`src/rtl/irq_status_pkg.sv`:
```
package irq_status_pkg;
  localparam int SRC_N    = 3;
  localparam int STATUS_W = 8;

  typedef struct packed {
    logic holdReset;
    logic clearFlags;
    logic loadCtrl;
  } ctrlStrobes_t;
endpackage

```
`src/rtl/irq_status_ctrl.sv`:
```
module irq_status_ctrl
  import irq_status_pkg::*;
(
  input  logic         resetN,
  input  logic         statusRd,
  input  logic         ctrlWe,
  output ctrlStrobes_t strb
);
  // reset wins over any access made in the same cycle
  always_comb begin
    strb.holdReset  = !resetN;
    strb.clearFlags = resetN && statusRd;
    strb.loadCtrl   = resetN && ctrlWe;
  end
endmodule

```
`src/rtl/irq_status_dp.sv`:
```
module irq_status_dp
  import irq_status_pkg::*;
#(
  parameter int NSRC  = SRC_N,
  parameter int STW   = STATUS_W
) (
  input  logic            clk,
  input  ctrlStrobes_t    strb,
  input  logic [NSRC-1:0] evt,
  input  logic [NSRC:0]   ctrlWdata,
  output logic [NSRC:0]   ctrlQ,
  output logic            anyPending,
  output logic [STW-1:0]  statusByte
);
  localparam int PAD_W = STW - 1 - NSRC;

  logic [NSRC-1:0] flagQ;
  logic [NSRC-1:0] enQ;
  logic            sqwEnQ;

  // control register: enables in the upper bits, square-wave enable in bit 0
  always_ff @(posedge clk) begin
    if (strb.holdReset) begin
      enQ    <= '0;
      sqwEnQ <= 1'b0;
    end else if (strb.loadCtrl) begin
      enQ    <= ctrlWdata[NSRC:1];
      sqwEnQ <= ctrlWdata[0];
    end
  end

  // one sticky flag per source; a new event overrides the read clear
  for (genvar i = 0; i < NSRC; i++) begin : g_flag
    always_ff @(posedge clk) begin
      if (strb.holdReset)       flagQ[i] <= 1'b0;
      else if (evt[i])          flagQ[i] <= 1'b1;
      else if (strb.clearFlags) flagQ[i] <= 1'b0;
    end
  end

  always_comb begin
    anyPending = |(flagQ & enQ);
    ctrlQ      = {enQ, sqwEnQ};
    statusByte = {anyPending, flagQ, {PAD_W{1'b0}}};
  end
endmodule

```
`src/rtl/irq_status_unit.sv`:
```
module irq_status_unit
  import irq_status_pkg::*;
(
  input  logic       clk,
  input  logic       resetN,
  input  logic       periodicEvt,
  input  logic       alarmEvt,
  input  logic       updateEvt,
  input  logic       ctrlWe,
  input  logic [3:0] ctrlWdata,
  input  logic       statusRd,
  output logic [3:0] ctrlQ,
  output logic [7:0] statusByte,
  output logic       irqDrvLow
);
  ctrlStrobes_t strb;
  logic         anyPending;

  irq_status_ctrl u_ctrl (
    .resetN   (resetN),
    .statusRd (statusRd),
    .ctrlWe   (ctrlWe),
    .strb     (strb)
  );

  irq_status_dp #(.NSRC(SRC_N), .STW(STATUS_W)) u_dp (
    .clk        (clk),
    .strb       (strb),
    .evt        ({periodicEvt, alarmEvt, updateEvt}),
    .ctrlWdata  (ctrlWdata),
    .ctrlQ      (ctrlQ),
    .anyPending (anyPending),
    .statusByte (statusByte)
  );

  // pad pull-down enable; released while the reset pin is low
  assign irqDrvLow = resetN && anyPending;
endmodule

```
`config.mk`:
```
export PLATFORM = sky130hd
export DESIGN_NAME = irq_status_unit
export DESIGN_NICKNAME = d
export VERILOG_FILES = /design/src/rtl/irq_status_pkg.sv /design/src/rtl/irq_status_ctrl.sv /design/src/rtl/irq_status_dp.sv /design/src/rtl/irq_status_unit.sv
export SDC_FILE = /design/constraint.sdc
export NUM_CORES = 1
export LEC_CHECK = 0
export BUFFER_PORTS_ARGS = -buffer_cell sky130_fd_sc_hd__buf_2
export CAP_MARGIN = 5
export CELL_PAD_IN_SITES_DETAIL_PLACEMENT = 1
export CELL_PAD_IN_SITES_GLOBAL_PLACEMENT = 2
export CORE_MARGIN = 10
export CORE_UTILIZATION = 17
export CTS_CLUSTER_SIZE = 25
export DETAILED_ROUTE_END_ITERATION = 12
export PLACE_DENSITY = 0.75
export SETUP_SLACK_MARGIN = 0.1
export SYNTH_ARGS = -nofsm -noshare
export SYNTH_HDL_FRONTEND = slang
export SYNTH_SLANG_ARGS = --single-unit
```
`constraint.sdc`:
```
create_clock -name clk -period 1.1 [get_ports clk]
set_input_delay 0.275 -clock clk [delete_from_list [all_inputs] [get_ports clk]]
set_output_delay 0.275 -clock clk [all_outputs]
set_load 0.02 [all_outputs]
```
==> flow_summary_export.csv, run 1 <==
group,metric,value,unit
worst_setup_path,worst_path_max_delay_cell,"a222oi_1",
yosys,syn_area_per_cell,10.0,um^2
worst_setup_path,max_stage_delay,0.47,ns
worst_setup_path,reg2reg_to,"u_dp.enQ[2]$_SDFFE_PN0P_",
yosys,yosys.cell_types.count,9,
worst_setup_path,critical_path_class,"reg -> out",
sta,fin_crit,1.58,ns
sta,fmax,631,MHz
placement,placement.cell_area,464,um^2
status,violations,"setup timing",
yosys,async_flop_share,0,%
detailed_routing,wire_per_inst,12.9,um
yosys,synth_top_area_cell,"dfxtp_1",
yosys,synth-seq-cells,7,
yosys,yosys-top-cells-count,"nor2b_1 (8), dfxtp_1 (7), buf_4 (6)",
floorplanning,die_h,63.4,um
global_routing,grt_pass1_vias,351,
worst_setup_path,r2r_cells,4,
global_routing,grt_use_total,5.37,%
yosys,yosysWarnings,0,
clock_tree,numCtsBuffers,3,
hold_path,hold_end,"u_dp.statusByte[4]$_SDFFE_PN0P_",
clock_tree,htreeDepth,1,
sta,finalSetupViolCount,3,
floorplanning,core_area,1760,um^2
hold_path,hold_class,"in -> reg",
sta,slew_viol_final,0,
yosys,synthFlopType,"dfxtp_1",
worst_setup_path,startpoint_type,"register",
layout,diodes,0,
worst_setup_path,reg2reg_slack,0.26,ns
sta,period_share,144,%
clock_tree,cts.clk_slew.worst_paths,0.05,ns
clock_tree,hold_buffers,0,
yosys,yosysMostFrequentCell,"nor2b_1",
power_and_ir_drop,p_int,504,uW
detailed_routing,vias,309,
detailed_routing,routed_wirelength,1080,um
status,outcome,"complete, but fails checks",
sta,hold_ws,0.233,ns
worst_setup_path,cp_data_arrival_time,1.31,ns
placement,dp_hpwl,826,um
power_and_ir_drop,finalPower,690,uW
yosys,synthCells,32,
power_and_ir_drop,combPwrFrac,25.0,%
yosys,yosysSeqAreaShare,43.7,%
global_routing,antenna_found_initial,0,
clock_tree,cts.sinks,7,
detailed_routing,dr.pass1.iters,4,
clock_tree,max-clock-path-buffers,2,
floorplanning,chipWidth,63.4,um
power_and_ir_drop,power_density,1210,nW/um^2
floorplanning,num_rows,15,
hold_path,min_from,"updateEvt",
power_and_ir_drop,p_switching,186,uW
placement,io_buffers,19,
floorplanning,start_util,18.2,%
placement,place_congestion,0.641,
sta,clock_skew,0,ns
clock_tree,cts-root-buf,"clkbuf_4",
clock_tree,clk_latency,0.25,ns
worst_setup_path,worstPathRequired,0.82,ns
worst_setup_path,crit_path_end_kind,"output pin",
power_and_ir_drop,power.share.sequential,41.1,%
detailed_routing,drt_iter0_markers,5,
power_and_ir_drop,sw_frac_of_total,27.0,%
global_routing,grt-ovfl-total,0,
floorplanning,ioPinCount,24,
layout,final_area,569,um^2
sta,rsz0062_at_grt,"yes",
sta,hold_violations,0,
worst_setup_path,r2r_start,"u_dp.enQ[2]$_SDFFE_PN0P_",
global_routing,grt_start_max_net_pins,8,
floorplanning,fp.dieArea,4020,um^2
yosys,netlist.area_leader.share,43.7,%
layout,nNetsFinal,71,
yosys,synth_edf_count,0,
yosys,syn-cell-area,320,um^2
detailed_routing,via_per_inst,3.68,
detailed_routing,drc,0,
job,drv_cap,0,
hold_path,hold_path_depth,2,
detailed_routing,ant_nets,0,
clock_tree,cts_tree,"built",
worst_setup_path,worstPathCellList,"a222oi_1 -> nor2b_1 -> buf_2",
yosys,synthTopCellsByArea,"dfxtp_1 (44%), nor2b_1 (16%), buf_4 (14%), mux2i_1 (13%), o21a_1 (7.0%)",
worst_setup_path,crit_fanout,2,
power_and_ir_drop,clockPowerShare,33.9,%
global_routing,grt_pass1_wl,1640,um
layout,area_growth,77.7,%
worst_setup_path,cp-startpoint,"u_dp.enQ[2]$_SDFFE_PN0P_",
sta,setup_slack,-0.485,ns
power_and_ir_drop,power.leakage,0.284,nW
power_and_ir_drop,peakVddDrop,0.233,mV
layout,drive_above_1_share,62.7,%
==> timing repair <==
| action | in CTS | in global routing |
|---|---|---|
| endpoints found under the setup margin | 9 | 9 |
| gates resized for setup | 22 | 4 |
| pin swaps | 0 | 0 |
| buffers inserted | 1 | 3 |
==> layout by cell type (no fill, tap or decap) <==
cell / instances
clkbuf_4: 3
mux2i_1: 4
conb_1: 4
buf_2: 12
buf_4: 2
o21a_1: 3
clkbuf_1: 1
dfxtp_2: 7
inv_1: 1
buf_6: 13
nor2b_1: 8
a222oi_1: 1
==> power by group through the flow <==
stage          combinational (mW)  clock (mW)  sequential (mW)
6_report                    0.172       0.234            0.284
5_1_grt                     0.185       0.268            0.286
4_1_cts                     0.169       0.240            0.284
3_5_place_dp                0.139           0            0.285
3_3_place_gp                0.138           0            0.285
2_1_floorplan              0.0703           0            0.303
==> layer usage <==
layer	GRT usage [%]	vias to the layer above	part of all wire, %
li1	-	147	-
met1	4.64	149	35
met2	8.04	11	53
met3	4.42	2	12
met4	4.10	0	0.46
met5	0	-	0
==> metrics by stage <==
| step | std cells | TNS, ns | setup WS (ns) | util [%] |
|---|---|---|---|---|
| finish | 84 | -1.04 | -0.485 | 32.3 |
| global route | 84 | -1.26 | -0.545 | 32.3 |
| CTS | 83 | -0.786 | -0.396 | 31.6 |
| detailed placement | 79 | -0.248 | -0.127 | 26.3 |
| global placement | 79 | -0.164 | -0.0876 | 26.3 |
| floorplan | 35 | -0.187 | -0.109 | - |
==> state kept, by name (all words and copies together), names as in the netlist <==
signal	cells
u_dp.statusByte	3
u_dp.enQ	3
u_dp.sqwEnQ	1
==> worst max-delay path by stage <==
stage	slack, ns	endpoint
CTS	-0.40	irqDrvLow
floorplan	-0.11	statusByte[7]
global placement	-0.09	irqDrvLow
finish	-0.48	irqDrvLow
detailed placement	-0.13	irqDrvLow
global route	-0.54	irqDrvLow
==> kinds of logic (layout without fill, tap and decap cells) <==
family / Yosys count / in the layout / synth area share [%]
multiplexers: 4 / 4 / 12.5
AO/OA/AOI/OAI: 4 / 4 / 10.2
buffers and inverters: 8 / 32 / 16.8
other: 1 / 4 / 1.17
AND/OR/NAND/NOR: 8 / 8 / 15.6
flip-flops: 7 / 7 / 43.7
==> layout make-up <==
| class | instances | area (um^2) |
|---|---|---|
| Fill cell | 220 | 1190 |
| Sequential cell | 7 | 149 |
| Tap cell | 25 | 31.3 |
| Inverter | 1 | 3.75 |
| Multi-Input combinational cell | 20 | 138 |
| Clock buffer | 4 | 26.3 |
| Timing Repair Buffer | 27 | 221 |
==> worst max-delay path: cells and delay by family (launching register included) <==
family	cells	cell delay, ns
flops	1	0.31
simple gates	1	0.10
compound gates	1	0.47
buf+inv	1	0.18
No activity file was read; power rests on OpenSTA's default activity.
==> inputs of run 2 (changes only) <==
--- a/config.mk
+++ b/config.mk
@@ -5,12 +5,14 @@
 export SDC_FILE = /design/constraint.sdc
 export NUM_CORES = 1
 export LEC_CHECK = 0
+export ABC_AREA = 1
 export BUFFER_PORTS_ARGS = -buffer_cell sky130_fd_sc_hd__buf_2
 export CAP_MARGIN = 5
 export CELL_PAD_IN_SITES_DETAIL_PLACEMENT = 1
 export CELL_PAD_IN_SITES_GLOBAL_PLACEMENT = 2
 export CORE_MARGIN = 10
-export CORE_UTILIZATION = 17
+export CORE_UTILIZATION = 15
+export CTS_CLUSTER_DIAMETER = 200
 export CTS_CLUSTER_SIZE = 25
 export DETAILED_ROUTE_END_ITERATION = 12
 export PLACE_DENSITY = 0.75
==> flow_summary_export.csv, run 2 <==
group,metric,value,unit
yosys,async_flop_share,0,%
sta,fmax,817,MHz
floorplanning,fp.dieArea,4190,um^2
clock_tree,clk_latency,0.25,ns
global_routing,grt_pass1_vias,378,
detailed_routing,wire_per_inst,10.7,um
detailed_routing,vias,345,
clock_tree,htreeDepth,1,
detailed_routing,via_per_inst,3.63,
power_and_ir_drop,power.leakage,0.298,nW
clock_tree,cts.clk_slew.worst_paths,0.06,ns
sta,setup_slack,-0.124,ns
yosys,synthCells,41,
yosys,yosysMostFrequentCell,"nor2_1",
layout,layout_common_cells,"buf_6 (13), nor2_1 (11), buf_2 (10)",
sta,tns,-0.288,ns
sta,hold_ws,0.234,ns
worst_setup_path,reg2reg_to,"u_dp.enQ[0]$_SDFFE_PN0P_",
layout,drive_above_1_share,63.2,%
power_and_ir_drop,power_density,1240,nW/um^2
worst_setup_path,reg2reg_slack,0.22,ns
clock_tree,numCtsBuffers,3,
layout,area_growth,90.0,%
status,violations,"setup timing",
yosys,syn-cell-area,300,um^2
yosys,yosys.cell_types.count,9,
clock_tree,cts-root-buf,"clkbuf_4",
worst_setup_path,crit_path_end_kind,"output pin",
placement,dp_hpwl,811,um
layout,final_common_cell,"buf_6",
detailed_routing,ant_nets,0,
yosys,synthTopCellsByArea,"dfxtp_1 (47%), buf_4 (15%), nor2_1 (14%), o21ai_0 (6.7%), a21oi_1 (5.0%)",
yosys,netlist.area_leader.share,46.7,%
placement,place_congestion,0.587,
detailed_routing,drt_iter0_markers,3,
global_routing,grt_use_total,5.04,%
detailed_routing,dr.pass1.iters,2,
sta,finalSetupViolCount,4,
power_and_ir_drop,peakVddDrop,0.360,mV
detailed_routing,drc,0,
layout,nNetsFinal,80,
job,drv_cap,0,
worst_setup_path,cp-startpoint,"u_dp.statusByte[4]$_SDFFE_PN0P_",
hold_path,hold_class,"in -> reg",
worst_setup_path,r2r_start,"u_dp.enQ[0]$_SDFFE_PN0P_",
floorplanning,start_util,15.5,%
sta,period_share,111,%
sta,fin_crit,1.22,ns
clock_tree,cts_tree,"built",
yosys,synthFlopType,"dfxtp_1",
worst_setup_path,cp-endpoint,"irqDrvLow",
detailed_routing,routed_wirelength,1020,um
floorplanning,chipWidth,64.7,um
sta,clock_skew,0,ns
clock_tree,max-clock-path-buffers,2,
worst_setup_path,startpoint_type,"register",
yosys,synth_top_area_cell,"dfxtp_1",
yosys,syn_area_per_cell,7.32,um^2
floorplanning,core_area,1940,um^2
sta,hold_violations,0,
clock_tree,hold_buffers,0,
yosys,yosysSeqAreaShare,46.7,%
layout,diodes,0,
global_routing,grt-ovfl-total,0,
placement,io_buffers,19,
global_routing,grt_pass1_wl,1630,um
clock_tree,cts.sinks,7,
worst_setup_path,cp_data_arrival_time,0.95,ns
sta,slew_viol_final,0,
floorplanning,die_h,64.7,um
global_routing,grt_start_max_net_pins,7,
worst_setup_path,critical_path_class,"reg -> out",
worst_setup_path,r2r_cells,4,
yosys,yosys-top-cells-count,"nor2_1 (11), dfxtp_1 (7), buf_4 (6)",
placement,preCtsSetupSlack,0.113,ns
yosys,synth_edf_count,0,
worst_setup_path,worstPathRequired,0.82,ns
sta,rsz0062_at_grt,"yes",
yosys,yosysWarnings,0,
status,outcome,"complete, but fails checks",
global_routing,antenna_found_initial,0,
worst_setup_path,crit_fanout,2,
floorplanning,num_rows,16,
floorplanning,ioPinCount,24,
yosys,synth-seq-cells,7,
## run 2: cell type report
type / count / area, um^2
multi-input cells: 27 / 126
well taps: 27 / 33.8
inverters: 4 / 15.0
clock inverters: 1 / 5.00
repair buffers: 26 / 219
flip-flops and latches: 7 / 149
fillers: 247 / 1370
clock buffers: 3 / 22.5
## run 2: cell families after synthesis
| logic type | after synthesis | share of synthesized area, % |
|---|---|---|
| simple gates | 16 | 20.4 |
| flops | 7 | 46.7 |
| buf+inv | 10 | 20.0 |
| other cells | 1 | 1.25 |
| compound gates | 7 | 11.7 |
## run 2: metrics by stage
step                cell area (um^2)  utilization (%)  std cells  total power [mW]
detailed placement               403             20.7         84             0.409
global placement                 403             20.7         84             0.408
global route                     571             29.4         95             0.751
floorplan                        319                -         44             0.375
finish                           571             29.4         95             0.705
CTS                              553             28.5         94             0.707
## run 2: worst max-delay path, stage by stage, from the launching register on
cell     delay (ns)
dfxtp_2        0.32
nand2_2        0.06
nand3_2        0.09
nand2_2        0.07
inv_2          0.03
buf_6          0.12
## run 2: how the worst min path moves through the flow
| stage | start | endpoint | cells past startpoint |
|---|---|---|---|
| global placement | u_dp.statusByte[4]$_SDFFE_PN0P_ | u_dp.statusByte[4]$_SDFFE_PN0P_ | 2 |
| floorplan | updateEvt | u_dp.statusByte[4]$_SDFFE_PN0P_ | 2 |
| detailed placement | u_dp.statusByte[4]$_SDFFE_PN0P_ | u_dp.statusByte[4]$_SDFFE_PN0P_ | 2 |
| CTS | periodicEvt | u_dp.statusByte[6]$_SDFFE_PN0P_ | 3 |
| global route | updateEvt | u_dp.statusByte[4]$_SDFFE_PN0P_ | 3 |
| finish | updateEvt | u_dp.statusByte[4]$_SDFFE_PN0P_ | 3 |
## run 2: power by group
group          switching [mW]  leakage (nW)  internal [mW]  total, mW
logic                  0.0900         0.220         0.0924      0.182
clock network           0.101        0.0177          0.133      0.234
registers              0.0136        0.0602          0.275      0.288
## run 2: timing repair
item,4_1_cts,5_1_grt
buffers inserted,6,2
gates resized for setup,25,5
hold endpoints to repair,0,0
pin swaps,2,0
endpoints found under the setup margin,9,9
## run 2: layer usage
metal  global-route usage (%)  vias to the layer above  part of all wire, %
li1                         -                      170                    -
met1                     5.15                      159                   37
met2                     7.39                       14                   51
met3                     1.89                        2                  8.9
met4                     5.61                        0                  2.6
met5                        0                        -                    0
